[config.mk]
export PLATFORM = sky130hd
export DESIGN_NAME = op_sample_unit
export DESIGN_NICKNAME = d
export VERILOG_FILES = /design/src/rtl/osu_pkg.sv /design/src/rtl/osu_lfsr.sv /design/src/rtl/osu_period_ctr.sv /design/src/rtl/osu_tag_track.sv /design/src/rtl/op_sample_unit.sv
export SDC_FILE = /design/constraint.sdc
export NUM_CORES = 1
export LEC_CHECK = 0
export BUFFER_PORTS_ARGS = -buffer_cell sky130_fd_sc_hd__buf_2
export CELL_PAD_IN_SITES_DETAIL_PLACEMENT = 0
export CELL_PAD_IN_SITES_GLOBAL_PLACEMENT = 2
export CORE_ASPECT_RATIO = 1.5
export CORE_MARGIN = 4
export CORE_UTILIZATION = 33
export CTS_BUF_LIST = sky130_fd_sc_hd__clkbuf_2
export CTS_CLUSTER_DIAMETER = 200
export DETAILED_ROUTE_END_ITERATION = 16
export GPL_TIMING_DRIVEN = 1
export MAX_ROUTING_LAYER = met4
export PLACE_DENSITY_LB_ADDON = 0.1
export SKIP_LAST_GASP = 1
export SYNTH_ARGS = -nofsm -noshare
export SYNTH_HDL_FRONTEND = slang
export SYNTH_SLANG_ARGS = --single-unit
[constraint.sdc]
create_clock -name clk -period 2.1 [get_ports clk]
set_input_delay 0.315 -clock clk [delete_from_list [all_inputs] [get_ports clk]]
set_output_delay 0.315 -clock clk [all_outputs]
set_load 0.02 [all_outputs]
[src/rtl/osu_pkg.sv]
package osu_pkg;
  localparam int NFLAG = 8;
  localparam int FLG_BR       = 0;
  localparam int FLG_BR_MISS  = 1;
  localparam int FLG_RT       = 2;
  localparam int FLG_RT_MISS  = 3;
  localparam int FLG_LD       = 4;
  localparam int FLG_ST       = 5;
  localparam int FLG_DC_MISS  = 6;
  localparam int FLG_OFFCORE  = 7;

  typedef enum logic [1:0] {
    S_IDLE  = 2'd0,
    S_COUNT = 2'd1,
    S_TRACK = 2'd2,
    S_HOLD  = 2'd3
  } osu_state_e;
endpackage

[src/rtl/osu_lfsr.sv]
module osu_lfsr #(
  parameter int          LFSR_W = 16,
  parameter int          RAND_W = 4,
  parameter logic [15:0] SEED   = 16'hACE1
) (
  input  logic              clk,
  input  logic              rst,
  output logic [RAND_W-1:0] rnd
);
  logic [LFSR_W-1:0] st_q;
  logic              fb;

  assign fb  = st_q[LFSR_W-1] ^ st_q[LFSR_W-3] ^ st_q[LFSR_W-4] ^ st_q[LFSR_W-6];
  assign rnd = st_q[RAND_W-1:0];

  always_ff @(posedge clk) begin
    if (rst) st_q <= SEED[LFSR_W-1:0];
    else     st_q <= {st_q[LFSR_W-2:0], fb};
  end

  AST_LFSR_LIVE: assert property (@(posedge clk) disable iff (rst) st_q != '0);
endmodule

[src/rtl/osu_period_ctr.sv]
module osu_period_ctr #(
  parameter int CNT_W  = 8,
  parameter int RAND_W = 4
) (
  input  logic              clk,
  input  logic              rst,
  input  logic              load_period,
  input  logic [CNT_W-1:0]  period,
  input  logic              load_rand,
  input  logic [RAND_W-1:0] rand_val,
  input  logic              dec,
  output logic              rem_zero
);
  localparam logic [CNT_W-1:0] RAND_MAX = CNT_W'((1 << RAND_W) - 1);

  logic [CNT_W-1:0] rem_q;

  assign rem_zero = (rem_q == '0);

  always_ff @(posedge clk) begin
    if (rst)              rem_q <= '0;
    else if (load_period) rem_q <= period;
    else if (load_rand)   rem_q <= {{(CNT_W-RAND_W){1'b0}}, rand_val};
    else if (dec && !rem_zero) rem_q <= rem_q - 1'b1;
  end

  AST_RAND_SMALL: assert property (@(posedge clk) disable iff (rst)
    (load_rand && !load_period) |=> (rem_q <= RAND_MAX));
  AST_DEC_BY_ONE: assert property (@(posedge clk) disable iff (rst)
    (dec && !load_period && !load_rand && !rem_zero) |=> (rem_q == $past(rem_q) - 1'b1));
endmodule

[src/rtl/osu_tag_track.sv]
module osu_tag_track #(
  parameter int ID_W   = 4,
  parameter int ADDR_W = 32,
  parameter int NFLAG  = 8
) (
  input  logic              clk,
  input  logic              rst,
  input  logic              tag_now,
  input  logic [ID_W-1:0]   disp_id,
  input  logic [ADDR_W-1:0] disp_addr,
  input  logic              tracking,
  input  logic              evt_valid,
  input  logic [ID_W-1:0]   evt_id,
  input  logic [NFLAG-1:0]  evt_flags,
  input  logic              ret_valid,
  input  logic [ID_W-1:0]   ret_id,
  input  logic              flush_valid,
  input  logic [ID_W-1:0]   flush_id,
  output logic              ret_hit,
  output logic              flush_hit,
  output logic [ADDR_W-1:0] tag_addr,
  output logic [NFLAG-1:0]  flags_now
);
  logic [ID_W-1:0]  tag_id_q;
  logic [NFLAG-1:0] flags_q;
  logic             evt_hit;

  assign evt_hit   = tracking && evt_valid && (evt_id == tag_id_q);
  assign ret_hit   = tracking && ret_valid && (ret_id == tag_id_q);
  assign flush_hit = tracking && !ret_hit && flush_valid && (flush_id == tag_id_q);
  assign flags_now = flags_q | (evt_hit ? evt_flags : '0);

  always_ff @(posedge clk) begin
    if (rst) begin
      tag_id_q <= '0;
      tag_addr <= '0;
      flags_q  <= '0;
    end else if (tag_now) begin
      tag_id_q <= disp_id;
      tag_addr <= disp_addr;
      flags_q  <= '0;
    end else if (evt_hit) begin
      flags_q  <= flags_now;
    end
  end

  AST_FLAGS_GROW: assert property (@(posedge clk) disable iff (rst)
    tracking |=> ((flags_q & $past(flags_q)) == $past(flags_q)));
endmodule

[src/rtl/op_sample_unit.sv]
module op_sample_unit
  import osu_pkg::*;
#(
  parameter int ID_W   = 4,
  parameter int ADDR_W = 32,
  parameter int CNT_W  = 8,
  parameter int TIME_W = 32,
  parameter int LFSR_W = 16,
  parameter int RAND_W = 4
) (
  input  logic              clk,
  input  logic              rst,
  input  logic              enable,
  input  logic              mode_dispatch,
  input  logic [CNT_W-1:0]  period,
  input  logic              disp_valid,
  input  logic [ID_W-1:0]   disp_id,
  input  logic [ADDR_W-1:0] disp_addr,
  input  logic              ret_valid,
  input  logic [ID_W-1:0]   ret_id,
  input  logic              flush_valid,
  input  logic [ID_W-1:0]   flush_id,
  input  logic              evt_valid,
  input  logic [ID_W-1:0]   evt_id,
  input  logic [NFLAG-1:0]  evt_flags,
  input  logic              sample_clear,
  output logic              smp_valid,
  output logic              smp_irq,
  output logic [ADDR_W-1:0] smp_addr,
  output logic [NFLAG-1:0]  smp_flags,
  output logic [TIME_W-1:0] smp_time
);
  osu_state_e        st_q, st_d;
  logic [TIME_W-1:0] ts_q;
  logic [RAND_W-1:0] rnd;
  logic              rem_zero, cnt_tick, expire, tag_now, skip_now;
  logic              ret_hit, flush_raw, flush_hit, load_period, load_rand;
  logic              in_count, in_track;
  logic [ADDR_W-1:0] tag_addr;
  logic [NFLAG-1:0]  flags_now;

  assign in_count    = (st_q == S_COUNT);
  assign in_track    = (st_q == S_TRACK);
  assign cnt_tick    = in_count && enable && (mode_dispatch ? disp_valid : 1'b1);
  assign expire      = cnt_tick && rem_zero;
  assign tag_now     = expire && disp_valid;
  assign skip_now    = expire && !disp_valid;
  assign flush_hit   = flush_raw && enable;
  assign load_period = (st_q == S_IDLE) || (st_q == S_HOLD) ||
                       (in_count && !enable) || (in_track && !ret_hit && !enable);
  assign load_rand   = skip_now || flush_hit;

  osu_lfsr #(.LFSR_W(LFSR_W), .RAND_W(RAND_W)) u_lfsr (
    .clk(clk), .rst(rst), .rnd(rnd)
  );

  osu_period_ctr #(.CNT_W(CNT_W), .RAND_W(RAND_W)) u_ctr (
    .clk(clk), .rst(rst), .load_period(load_period), .period(period),
    .load_rand(load_rand), .rand_val(rnd), .dec(cnt_tick), .rem_zero(rem_zero)
  );

  osu_tag_track #(.ID_W(ID_W), .ADDR_W(ADDR_W), .NFLAG(NFLAG)) u_trk (
    .clk(clk), .rst(rst), .tag_now(tag_now), .disp_id(disp_id),
    .disp_addr(disp_addr), .tracking(in_track), .evt_valid(evt_valid),
    .evt_id(evt_id), .evt_flags(evt_flags), .ret_valid(ret_valid),
    .ret_id(ret_id), .flush_valid(flush_valid), .flush_id(flush_id),
    .ret_hit(ret_hit), .flush_hit(flush_raw), .tag_addr(tag_addr),
    .flags_now(flags_now)
  );

  always_comb begin
    st_d = st_q;
    unique case (st_q)
      S_IDLE:  if (enable) st_d = S_COUNT;
      S_COUNT: if (!enable) st_d = S_IDLE;
               else if (tag_now) st_d = S_TRACK;
      S_TRACK: if (ret_hit) st_d = S_HOLD;
               else if (!enable) st_d = S_IDLE;
               else if (flush_hit) st_d = S_COUNT;
      S_HOLD:  if (sample_clear) st_d = enable ? S_COUNT : S_IDLE;
      default: st_d = S_IDLE;
    endcase
  end

  always_ff @(posedge clk) begin
    if (rst) begin
      st_q      <= S_IDLE;
      ts_q      <= '0;
      smp_valid <= 1'b0;
      smp_irq   <= 1'b0;
      smp_addr  <= '0;
      smp_flags <= '0;
      smp_time  <= '0;
    end else begin
      st_q    <= st_d;
      ts_q    <= ts_q + 1'b1;
      smp_irq <= ret_hit;
      if (ret_hit) begin
        smp_valid <= 1'b1;
        smp_addr  <= tag_addr;
        smp_flags <= flags_now;
        smp_time  <= ts_q;
      end else if ((st_q == S_HOLD) && sample_clear) begin
        smp_valid <= 1'b0;
      end
    end
  end

  AST_IRQ_PULSE: assert property (@(posedge clk) disable iff (rst) smp_irq |=> !smp_irq);
  AST_IRQ_WITH_VALID: assert property (@(posedge clk) disable iff (rst) smp_irq |-> smp_valid);
  AST_NO_TAG_HELD: assert property (@(posedge clk) disable iff (rst) smp_valid |-> !tag_now);
  AST_RECORD_STABLE: assert property (@(posedge clk) disable iff (rst)
    (smp_valid && !sample_clear) |=> (smp_valid && $stable(smp_addr) && $stable(smp_flags) && $stable(smp_time)));
  AST_CLEAR_DROPS: assert property (@(posedge clk) disable iff (rst)
    (smp_valid && sample_clear) |=> !smp_valid);
endmodule

==> results.sh, run 1 <==
export IMPL_status="complete, but fails checks"
export IMPL_violations="negative hold slack"
export IMPL_layout_nets=1091
export IMPL_ys_types=48
export IMPL_io_buffers=146
export IMPL_gp_congestion=0.784
export IMPL_area_delta_synth_final_pct=32.4
export IMPL_wl_met1_um=7880
export IMPL_met2WireLength_um=8940
export IMPL_synth_top_family_by_area="simple AND/OR/NAND/NOR gates"
export IMPL_ant_nets=0
export IMPL_cp_arrival_ns=2.64
export IMPL_synth_compound_area_share_pct=12.7
export IMPL_worst_setup_path_end_kind="flop"
export IMPL_path_clk_slew_ns=0.26
export IMPL_grt_pass1_wl_um=29500
export IMPL_dpl_instance_area_um2=7850
export IMPL_grt_ovfl_total=0
export IMPL_via_per_inst=4.71
export IMPL_synth_cells=801
export IMPL_fin_area_um2=8940
export IMPL_synth_xor_area_share_pct=6.35
export IMPL_synthAdderAreaFrac_pct=1.48
export IMPL_root_buffer="clkbuf_2"
export IMPL_grt_use_total_pct=16.1
export IMPL_clockBufferDepth=2
export IMPL_top_layer="met4"
export IMPL_final_core_util_pct=44.8
export IMPL_skew_ns=0.0291
export IMPL_netlist_area_um2=6760
export IMPL_rows=63
export IMPL_die_width_um=125
export IMPL_setup_viol=0
export IMPL_cts_tree="built"
export IMPL_tightest_slew_ns=0.518
export IMPL_dp_slack_ns=-0.0368
export IMPL_die_area_um2=22900
export IMPL_dp_cells=1181
export IMPL_drt_iter0_markers=268
export IMPL_antenna_found_initial=1
export IMPL_synth_edf_count=0
export IMPL_p_leak_nw=3.52
export IMPL_hold_class="input pin to flop"
export IMPL_period_share_pct=94.4
export IMPL_final_layout_size_suffix_gt1_share_pct=23.3
export IMPL_vias=6053
export IMPL_synthArstFlopShare_pct=0
export IMPL_timing_hold_ws_ns=-0.00590
export IMPL_rsz0062_at_grt="true"
export IMPL_htreeDepth=4
export IMPL_synthTopCellsByArea="dfxtp_1 (52%), nand2_1 (13%), a21oi_1 (8.1%), xor2_1 (4.1%), nor2_1 (3.4%)"
export IMPL_ys_ff_latch=176
export IMPL_wire_per_inst_um=14.0
export IMPL_fp_coreArea_um2=19900
export IMPL_io_pins=147
export IMPL_fillers=2054
export IMPL_crit_required_ns=2.76
export IMPL_worstPathMaxFanout=6
export IMPL_yosysTopAreaCell="dfxtp_1"
export IMPL_synth_top_area_share_pct=52.1
export IMPL_cts_sinks=176
export IMPL_instances_no_fill=1285
export IMPL_ys_seq_area_share_pct=52.1
export IMPL_first_pass_iters=4
export IMPL_drcViolationCount=0
export IMPL_power_density_nw_per_um2=703
export IMPL_grt_max_degree=69
export IMPL_syn_nets=882
export IMPL_avgSynthCellArea_um2=8.44
export IMPL_worst_slack_ns=0.117
export IMPL_cap_violations=0
export IMPL_fin_crit_ns=1.98
export IMPL_routed_wl_met3_um=704
export IMPL_die_y_um=183
export IMPL_power_total_mw=6.29
export IMPL_yosys_warnings=0
export IMPL_synthSimpleGateAreaFrac_pct=23.8
export IMPL_grt_pass1_vias=5984
export IMPL_clk_latency_ns=0.72
export IMPL_path_class="flop to flop"
export IMPL_fmax_mhz=504
export IMPL_wl_um=18000
export IMPL_synth_flop_cell="dfxtp_1"
export IMPL_ir_drop_v=0.000422
export IMPL_numCtsBuffers=17
export IMPL_muxShareOfSynthArea_pct=0.296
export IMPL_hold_violations=1
export IMPL_report_final_slew_viol_count=0
export IMPL_start_util_pct=33.9
export IMPL_relSlewSlack_pct=65.4
export IMPL_start_kind="flop"
export IMPL_post_dp_hpwl_um=11800
[what timing repair did]
action / in CTS / in global routing
hold buffers: 63 / 2
endpoints found under the setup margin: 7 / 11
resized for setup: 6 / 19
gates cloned: 0 / 0
buffers inserted: 1 / 4
pin swaps: 1 / 7
hold endpoints to repair: 72 / 5
[worst paths after layout]
| check | from | to | slack (ns) | depth (start not counted) |
|---|---|---|---|---|
| worst max-delay path | st_q[1] | u_ctr.rem_q[6] | 0.12 | 8 |
| worst min-delay path | rst | smp_flags[4] | -0.006 | 2 |
| worst max register to register | st_q[1] | u_ctr.rem_q[6] | 0.12 | 8 |
| worst min register to register | u_lfsr.st_q[5] | u_lfsr.st_q[6] | 0.44 | 1 |
[state kept, by name, summed over array words and instances (netlist names)]
register,count
st_q,2
ts_q,32
smp_flags,8
smp_irq,1
smp_valid,1
u_trk.tag_addr,32
smp_addr,32
u_trk.tag_id_q,4
u_ctr.rem_q,8
u_lfsr.st_q,16
smp_time,32
u_trk.flags_q,8
[stage by stage]
step	setup TNS, ns	hold WS, ns
final	0	-0.00590
after floorplan	0	0.389
after global placement	0	0.393
after detailed placement	-0.0957	0.394
after CTS	-0.00647	-0.0867
after global routing	-0.0371	-0.0618
[cells in the final DEF, fill, tap and decap left out, drive strengths merged, types with 8 or more instances in the layout]
master and count:
nand2 227, dfxtp 176, buf 170, a21oi 110, dlygate4sd3 65, nor2 62
xor2 32, xnor2 17, clkbuf 17, nand3 15, inv 14, a211oi 11
a31oi 9, ha 8
[synthesized netlist by cell type (7+ instances only)]
cell type and n:
nand2_1 227, xnor2_1 17, nand3_1 15, nor2b_1 7, a211oi_1 11, or2_2 7
or3_1 7, clkbuf_1 27, ha_1 8, inv_1 10, nor2_1 61, a31oi_1 9
a21oi_1 110, xor2_1 32, dfxtp_1 176, buf_1 12, and4_1 7
[area by class of cell]
cell class              count  area [um^2]  area share [%]
clock buffers              17         85.1           0.951
clock inverters            15          206            2.31
flip-flops and latches    176         3530            39.5
diodes                      2         5.00          0.0560
inverters                  10         37.5           0.420
repair buffers            235         1640            18.4
multi-input cells         570         3110            34.8
well taps                 260          325            3.64
[report_power, final]
| group | switching [mW] | leakage (nW) | internal (mW) |
|---|---|---|---|
| Sequential | 0.0669 | 1.43 | 3.43 |
| Clock | 1.20 | 0.167 | 0.801 |
| Combinational | 0.380 | 1.93 | 0.412 |
[routing by layer]
layer | global-route usage, % | vias up
li1 | - | 3065
met1 | 17.9 | 2830
met2 | 28.2 | 129
met3 | 3.50 | 29
met4 | 6.34 | 0
met5 | - | -
[critical path, cell delays in order (launching register included)]
cell	delay [ns]
dfxtp_2	0.39
inv_1	0.09
ha_2	0.24
nand2_1	0.12
a221oi_4	0.30
nand3_1	0.13
xor2_1	0.15
or3_1	0.34
a21oi_1	0.15
[logic make-up after synthesis]
kind of cell | after synthesis
and+or+nand+nor | 363
DFF | 176
AOI/OAI and AO/OA | 148
buffers and inverters | 55
xor gates and xnor gates | 49
adders and majority gates | 8
muxes | 2
Power figures use the tool's default switching activity.
==> run 2, diff against run 1 <==
--- a/config.mk
+++ b/config.mk
@@ -5,15 +5,15 @@
 export SDC_FILE = /design/constraint.sdc
 export NUM_CORES = 1
 export LEC_CHECK = 0
-export BUFFER_PORTS_ARGS = -buffer_cell sky130_fd_sc_hd__buf_2
 export CELL_PAD_IN_SITES_DETAIL_PLACEMENT = 0
 export CELL_PAD_IN_SITES_GLOBAL_PLACEMENT = 2
 export CORE_ASPECT_RATIO = 1.5
 export CORE_MARGIN = 4
-export CORE_UTILIZATION = 33
+export CORE_UTILIZATION = 30
 export CTS_BUF_LIST = sky130_fd_sc_hd__clkbuf_2
 export CTS_CLUSTER_DIAMETER = 200
 export DETAILED_ROUTE_END_ITERATION = 16
+export DONT_BUFFER_PORTS = 1
 export GPL_TIMING_DRIVEN = 1
 export MAX_ROUTING_LAYER = met4
 export PLACE_DENSITY_LB_ADDON = 0.1
==> run 2 against run 1 <==
Effect of this change:
- the run still ends with negative hold slack left
- combinational power shrank 18%
- largest cell class unchanged
- cell count down 12%
- non-clock buffer count fell by 168
==> results.sh, run 2 (synthesized netlist as in run 1, its figures left out) <==
export IMPL_ant_nets=0
export IMPL_grt_pass1_wl_um=27600
export IMPL_fin_crit_ns=2.10
export IMPL_power_total_mw=5.68
export IMPL_area_delta_synth_final_pct=16.1
export IMPL_antenna_found_initial=1
export IMPL_dp_cells=1054
export IMPL_cap_violations=0
export IMPL_clockBufferDepth=2
export IMPL_fmax_mhz=477
export IMPL_root_buffer="clkbuf_2"
export IMPL_regToRegSetupSlack_ns=0.002
export IMPL_power_density_nw_per_um2=725
export IMPL_status="complete, but fails checks"
export IMPL_slowest_delay_ns=0.47
export IMPL_crit_required_ns=2.73
export IMPL_timing_hold_ws_ns=-0.379
export IMPL_final_core_util_pct=35.2
export IMPL_holdBufCountCts=36
export IMPL_relSlewSlack_pct=69.6
export IMPL_final_layout_size_suffix_gt1_share_pct=11.4
export IMPL_cts_tree="built"
export IMPL_hp_start="rst"
export IMPL_die_y_um=192
export IMPL_worst_setup_path_end_kind="flop"
export IMPL_tightest_slew_ns=0.456
export IMPL_grt_max_degree=173
export IMPL_worst_slack_ns=0.00159
export IMPL_wire_per_inst_um=15.8
export IMPL_die_area_um2=25000
export IMPL_r2r_cells=9
export IMPL_hold_violations=147
export IMPL_drcViolationCount=0
export IMPL_start_util_pct=30.3
export IMPL_htreeDepth=4
export IMPL_violations="negative hold slack"
export IMPL_grt_ovfl_total=0
export IMPL_fp_coreArea_um2=22300
export IMPL_rsz0062_at_grt="true"
export IMPL_worstPathMaxFanout=4
export IMPL_start_kind="flop"
export IMPL_vias=5418
export IMPL_ir_drop_v=0.000221
export IMPL_io_pins=147
export IMPL_wl_um=17900
export IMPL_path_class="flop to flop"
export IMPL_final_common_cell="nand2_1"
export IMPL_rows=67
export IMPL_via_per_inst=4.79
export IMPL_timing_critical_path_to="u_ctr.rem_q[2]"
export IMPL_grt_use_total_pct=14.4
export IMPL_cts_sinks=176
export IMPL_first_pass_iters=4
export IMPL_clk_latency_ns=0.72
export IMPL_layout_nets=923
export IMPL_r2r_end="u_ctr.rem_q[2]"
export IMPL_dp_slack_ns=-0.0320
export IMPL_setup_viol=0
export IMPL_die_width_um=131
export IMPL_p_leak_nw=2.69
export IMPL_numCtsBuffers=17
export IMPL_skew_ns=0.0358
export IMPL_period_share_pct=99.9
export IMPL_crit_path_cell_trace="inv_2, ha_4, nor3b_4, and2_4, nor4b_4, buf_4, a2111o_1, buf_6, a311oi_2"
export IMPL_hold_class="input pin to flop"
export IMPL_report_final_slew_viol_count=0
export IMPL_cp_slowest_cell="a2111o_1"
export IMPL_startpoint="u_ctr.rem_q[1]"
export IMPL_gp_congestion=0.764
export IMPL_io_buffers=0
export IMPL_cp_arrival_ns=2.73
export IMPL_final_cell_mix="nand2_1 (225), dfxtp_1 (169), a21oi_1 (110), nor2_1 (58), dlygate4sd3_1 (36)"
export IMPL_regToRegStartpoint="u_ctr.rem_q[1]"
export IMPL_post_dp_hpwl_um=12000
export IMPL_tns_ns=0
export IMPL_grt_pass1_vias=5427
export IMPL_instances_no_fill=1130
export IMPL_drt_iter0_markers=216
export IMPL_path_clk_slew_ns=0.25
[run 2: power breakdown]
part / switching, mW / internal, mW
logic: 0.302 / 0.344
registers: 0.0718 / 3.43
clock network: 1.15 / 0.392
total: 1.52 / 4.16
[run 2: routing by layer]
| layer | share of wire (%) | wire [um] | track usage, % |
|---|---|---|---|
| met4 | 2.7 | 477 | 5.86 |
| met2 | 50 | 8930 | 24.0 |
| met5 | 0 | 0 | - |
| met1 | 42 | 7520 | 16.4 |
| met3 | 5.2 | 923 | 3.64 |
[run 2: timing repair]
action	CTS	global route
setup buffers	2	7
pin swaps	2	6
resized for setup	5	21
hold endpoints to repair	176	148
setup endpoints to repair	7	12
[run 2: how the worst min path moves through the flow]
stage / end / slack, ns / cells past startpoint
6_report: u_trk.tag_id_q[3] / -0.38 / 1
4_1_cts: st_q[1] / -0.50 / 1
2_1_floorplan: u_lfsr.st_q[10] / 0.39 / 1
3_3_place_gp: u_lfsr.st_q[15] / 0.39 / 1
5_1_grt: smp_addr[17] / -0.53 / 1
3_5_place_dp: u_lfsr.st_q[15] / 0.39 / 1
[run 2: critical path: cells and delay by family, from the launching register on]
family                   cells  cell delay (ns)
AO/OA/AOI/OAI                2             0.67
AND/OR/NAND/NOR              3             0.45
buffers and inverters        3             0.34
flip-flops                   1             0.39
adder cells (fa/ha/maj)      1             0.14
[run 2: final cells by class]
class,count,area [um^2]
timing repair buffer,67,651
sequential,176,3530
antenna,1,2.50
multi-input combinational,570,3090
fill,2399,14500
clock buffer,17,85.1
clock inverter,13,100
tap,276,345
inverter,10,37.5
[run 2: stage by stage]
stage	hold WS (ns)	instance area, um^2
4_1_cts	-0.502	7720
3_3_place_gp	0.395	7140
3_5_place_dp	0.393	7140
2_1_floorplan	0.389	6760
5_1_grt	-0.527	7850
6_report	-0.379	7850
==> run 3, diff against run 2 <==
--- a/config.mk
+++ b/config.mk
@@ -16,7 +16,7 @@
 export DONT_BUFFER_PORTS = 1
 export GPL_TIMING_DRIVEN = 1
 export MAX_ROUTING_LAYER = met4
-export PLACE_DENSITY_LB_ADDON = 0.1
+export PLACE_DENSITY = 0.71
 export SKIP_LAST_GASP = 1
 export SYNTH_ARGS = -nofsm -noshare
 export SYNTH_HDL_FRONTEND = slang
==> run 3 against run 2 <==
Effect of this change:
- design area increased by 1.1%
- critical endpoint is now ts_q[27]
- the run still ends with negative hold slack left
- die area stayed put
- wire length is 1.3% lower
- via count rose by 2.0%
- first-iteration DRC count shrank 8.3%
- critical path type unchanged
==> results.sh, run 3 (synthesized netlist as in run 1, its figures left out) <==
export IMPL_crit_path_cell_trace="and4_1, and4_1, and3b_2, xnor2_1, nor2_1, dlygate4sd3_1"
export IMPL_antenna_found_initial=2
export IMPL_status="complete, but fails checks"
export IMPL_clockBufferDepth=2
export IMPL_hp_start="rst"
export IMPL_ir_drop_v=0.000256
export IMPL_wl_um=17600
export IMPL_final_layout_size_suffix_gt1_share_pct=12.8
export IMPL_path_class="flop to flop"
export IMPL_timing_hold_ws_ns=-0.393
export IMPL_fp_coreArea_um2=22300
export IMPL_htreeDepth=4
export IMPL_drcViolationCount=0
export IMPL_skew_ns=0.0425
export IMPL_dp_cells=1053
export IMPL_layout_nets=927
export IMPL_grt_pass1_vias=5501
export IMPL_p_leak_nw=2.72
export IMPL_hold_violations=143
export IMPL_instances_no_fill=1137
export IMPL_cp_slowest_cell="dlygate4sd3_1"
export IMPL_ant_nets=0
export IMPL_gp_congestion=0.830
export IMPL_via_per_inst=4.86
export IMPL_start_kind="flop"
export IMPL_relSlewSlack_pct=68.9
export IMPL_top_layer="met4"
export IMPL_die_width_um=131
export IMPL_violations="negative hold slack"
export IMPL_grt_pass1_wl_um=27800
export IMPL_crit_required_ns=2.78
export IMPL_fmax_mhz=498
export IMPL_cts_tree="built"
export IMPL_cts_sinks=176
export IMPL_grt_use_total_pct=14.4
export IMPL_fillers=2368
export IMPL_first_pass_iters=4
export IMPL_cpLargestDelayFamily="simple AND/OR/NAND/NOR gates"
export IMPL_final_cell_mix="nand2_1 (225), dfxtp_1 (156), a21oi_1 (108), nor2_1 (60), dlygate4sd3_1 (45)"
export IMPL_met2WireLength_um=9640
export IMPL_vias=5524
export IMPL_dp_slack_ns=-0.00291
export IMPL_io_buffers=0
export IMPL_worst_slack_ns=0.0912
export IMPL_worstPathMaxFanout=6
export IMPL_die_area_um2=25000
export IMPL_tightest_slew_ns=0.466
export IMPL_power_density_nw_per_um2=716
export IMPL_rows=67
export IMPL_setup_viol=0
export IMPL_cap_violations=0
export IMPL_grt_ovfl_total=0
export IMPL_io_pins=147
export IMPL_multi_input_area_um2=3090
export IMPL_numCtsBuffers=17
export IMPL_clk_latency_ns=0.75
export IMPL_start_util_pct=30.3
export IMPL_worst_setup_path_end_kind="flop"
export IMPL_period_share_pct=95.7
export IMPL_path_buf_inv=1
export IMPL_root_buffer="clkbuf_2"
export IMPL_post_dp_hpwl_um=12000
export IMPL_fin_area_um2=7930
export IMPL_wire_per_inst_um=15.5
export IMPL_die_y_um=192
export IMPL_routed_wl_met3_um=867
export IMPL_regArea_um2=3560
export IMPL_dpl_instance_area_um2=7130
export IMPL_report_final_slew_viol_count=0
export IMPL_cp_arrival_ns=2.69
export IMPL_drt_iter0_markers=198
export IMPL_regToRegStartpoint="ts_q[20]"
export IMPL_crit_top_cell="and4_1"
export IMPL_wl_met1_um=6790
export IMPL_grt_max_degree=173
export IMPL_slowest_delay_ns=0.54
export IMPL_startpoint="ts_q[20]"
export IMPL_final_common_cell="nand2_1"
export IMPL_area_delta_synth_final_pct=17.4
export IMPL_path_clk_slew_ns=0.28
export IMPL_final_core_util_pct=35.6
export IMPL_fin_crit_ns=2.01
export IMPL_hold_class="input pin to flop"
==> run 3: worst reg2reg max path, cell delays in order (launching register included) <==
cell and delay (ns):
dfxtp_4 0.44, and4_1 0.28, and4_1 0.27, and3b_2 0.23
xnor2_1 0.12, nor2_1 0.05, dlygate4sd3_1 0.54
==> run 3: per-layer routing <==
metal / up-vias / GRT usage, %
met2: 114 / 25.8
met3: 17 / 3.51
met4: 0 / 5.50
met5: - / -
met1: 2646 / 15.1
li1: 2747 / -
==> run 3: where the power goes <==
group          switching, mW  internal, mW
registers             0.0707          3.42
clock network           1.23         0.320
logic                  0.295         0.329
total                   1.60          4.07
==> run 3: area by class of cell <==
type | count | area share [%]
antenna | 2 | 0.0631
clock buffer | 17 | 1.07
clock inverter | 15 | 1.42
inverter | 10 | 0.473
multi-input combinational | 570 | 38.9
sequential | 176 | 44.8
tap | 276 | 4.36
timing repair buffer | 71 | 8.82
==> run 3: final timing paths <==
check | end | slack [ns] | cells after the start
max reg2reg | ts_q[27] | 0.09 | 6
min reg2reg | smp_addr[2] | 0.45 | 2
min | u_ctr.rem_q[4] | -0.39 | 1
max | ts_q[27] | 0.09 | 6
==> run 3: timing repair <==
item,in CTS,in global routing
hold buffers,39,6
pin swaps,1,10
resized for setup,5,37
setup buffers,1,5
setup endpoints to repair,7,14
endpoints found under the hold margin,176,145
==> run 3: stage by stage <==
stage | TNS (ns) | power (mW)
4_1_cts | -0.0165 | 5.75
3_3_place_gp | 0 | 4.04
2_1_floorplan | 0 | 3.95
6_report | 0 | 5.67
3_5_place_dp | -0.00291 | 4.05
5_1_grt | -0.0171 | 6.04
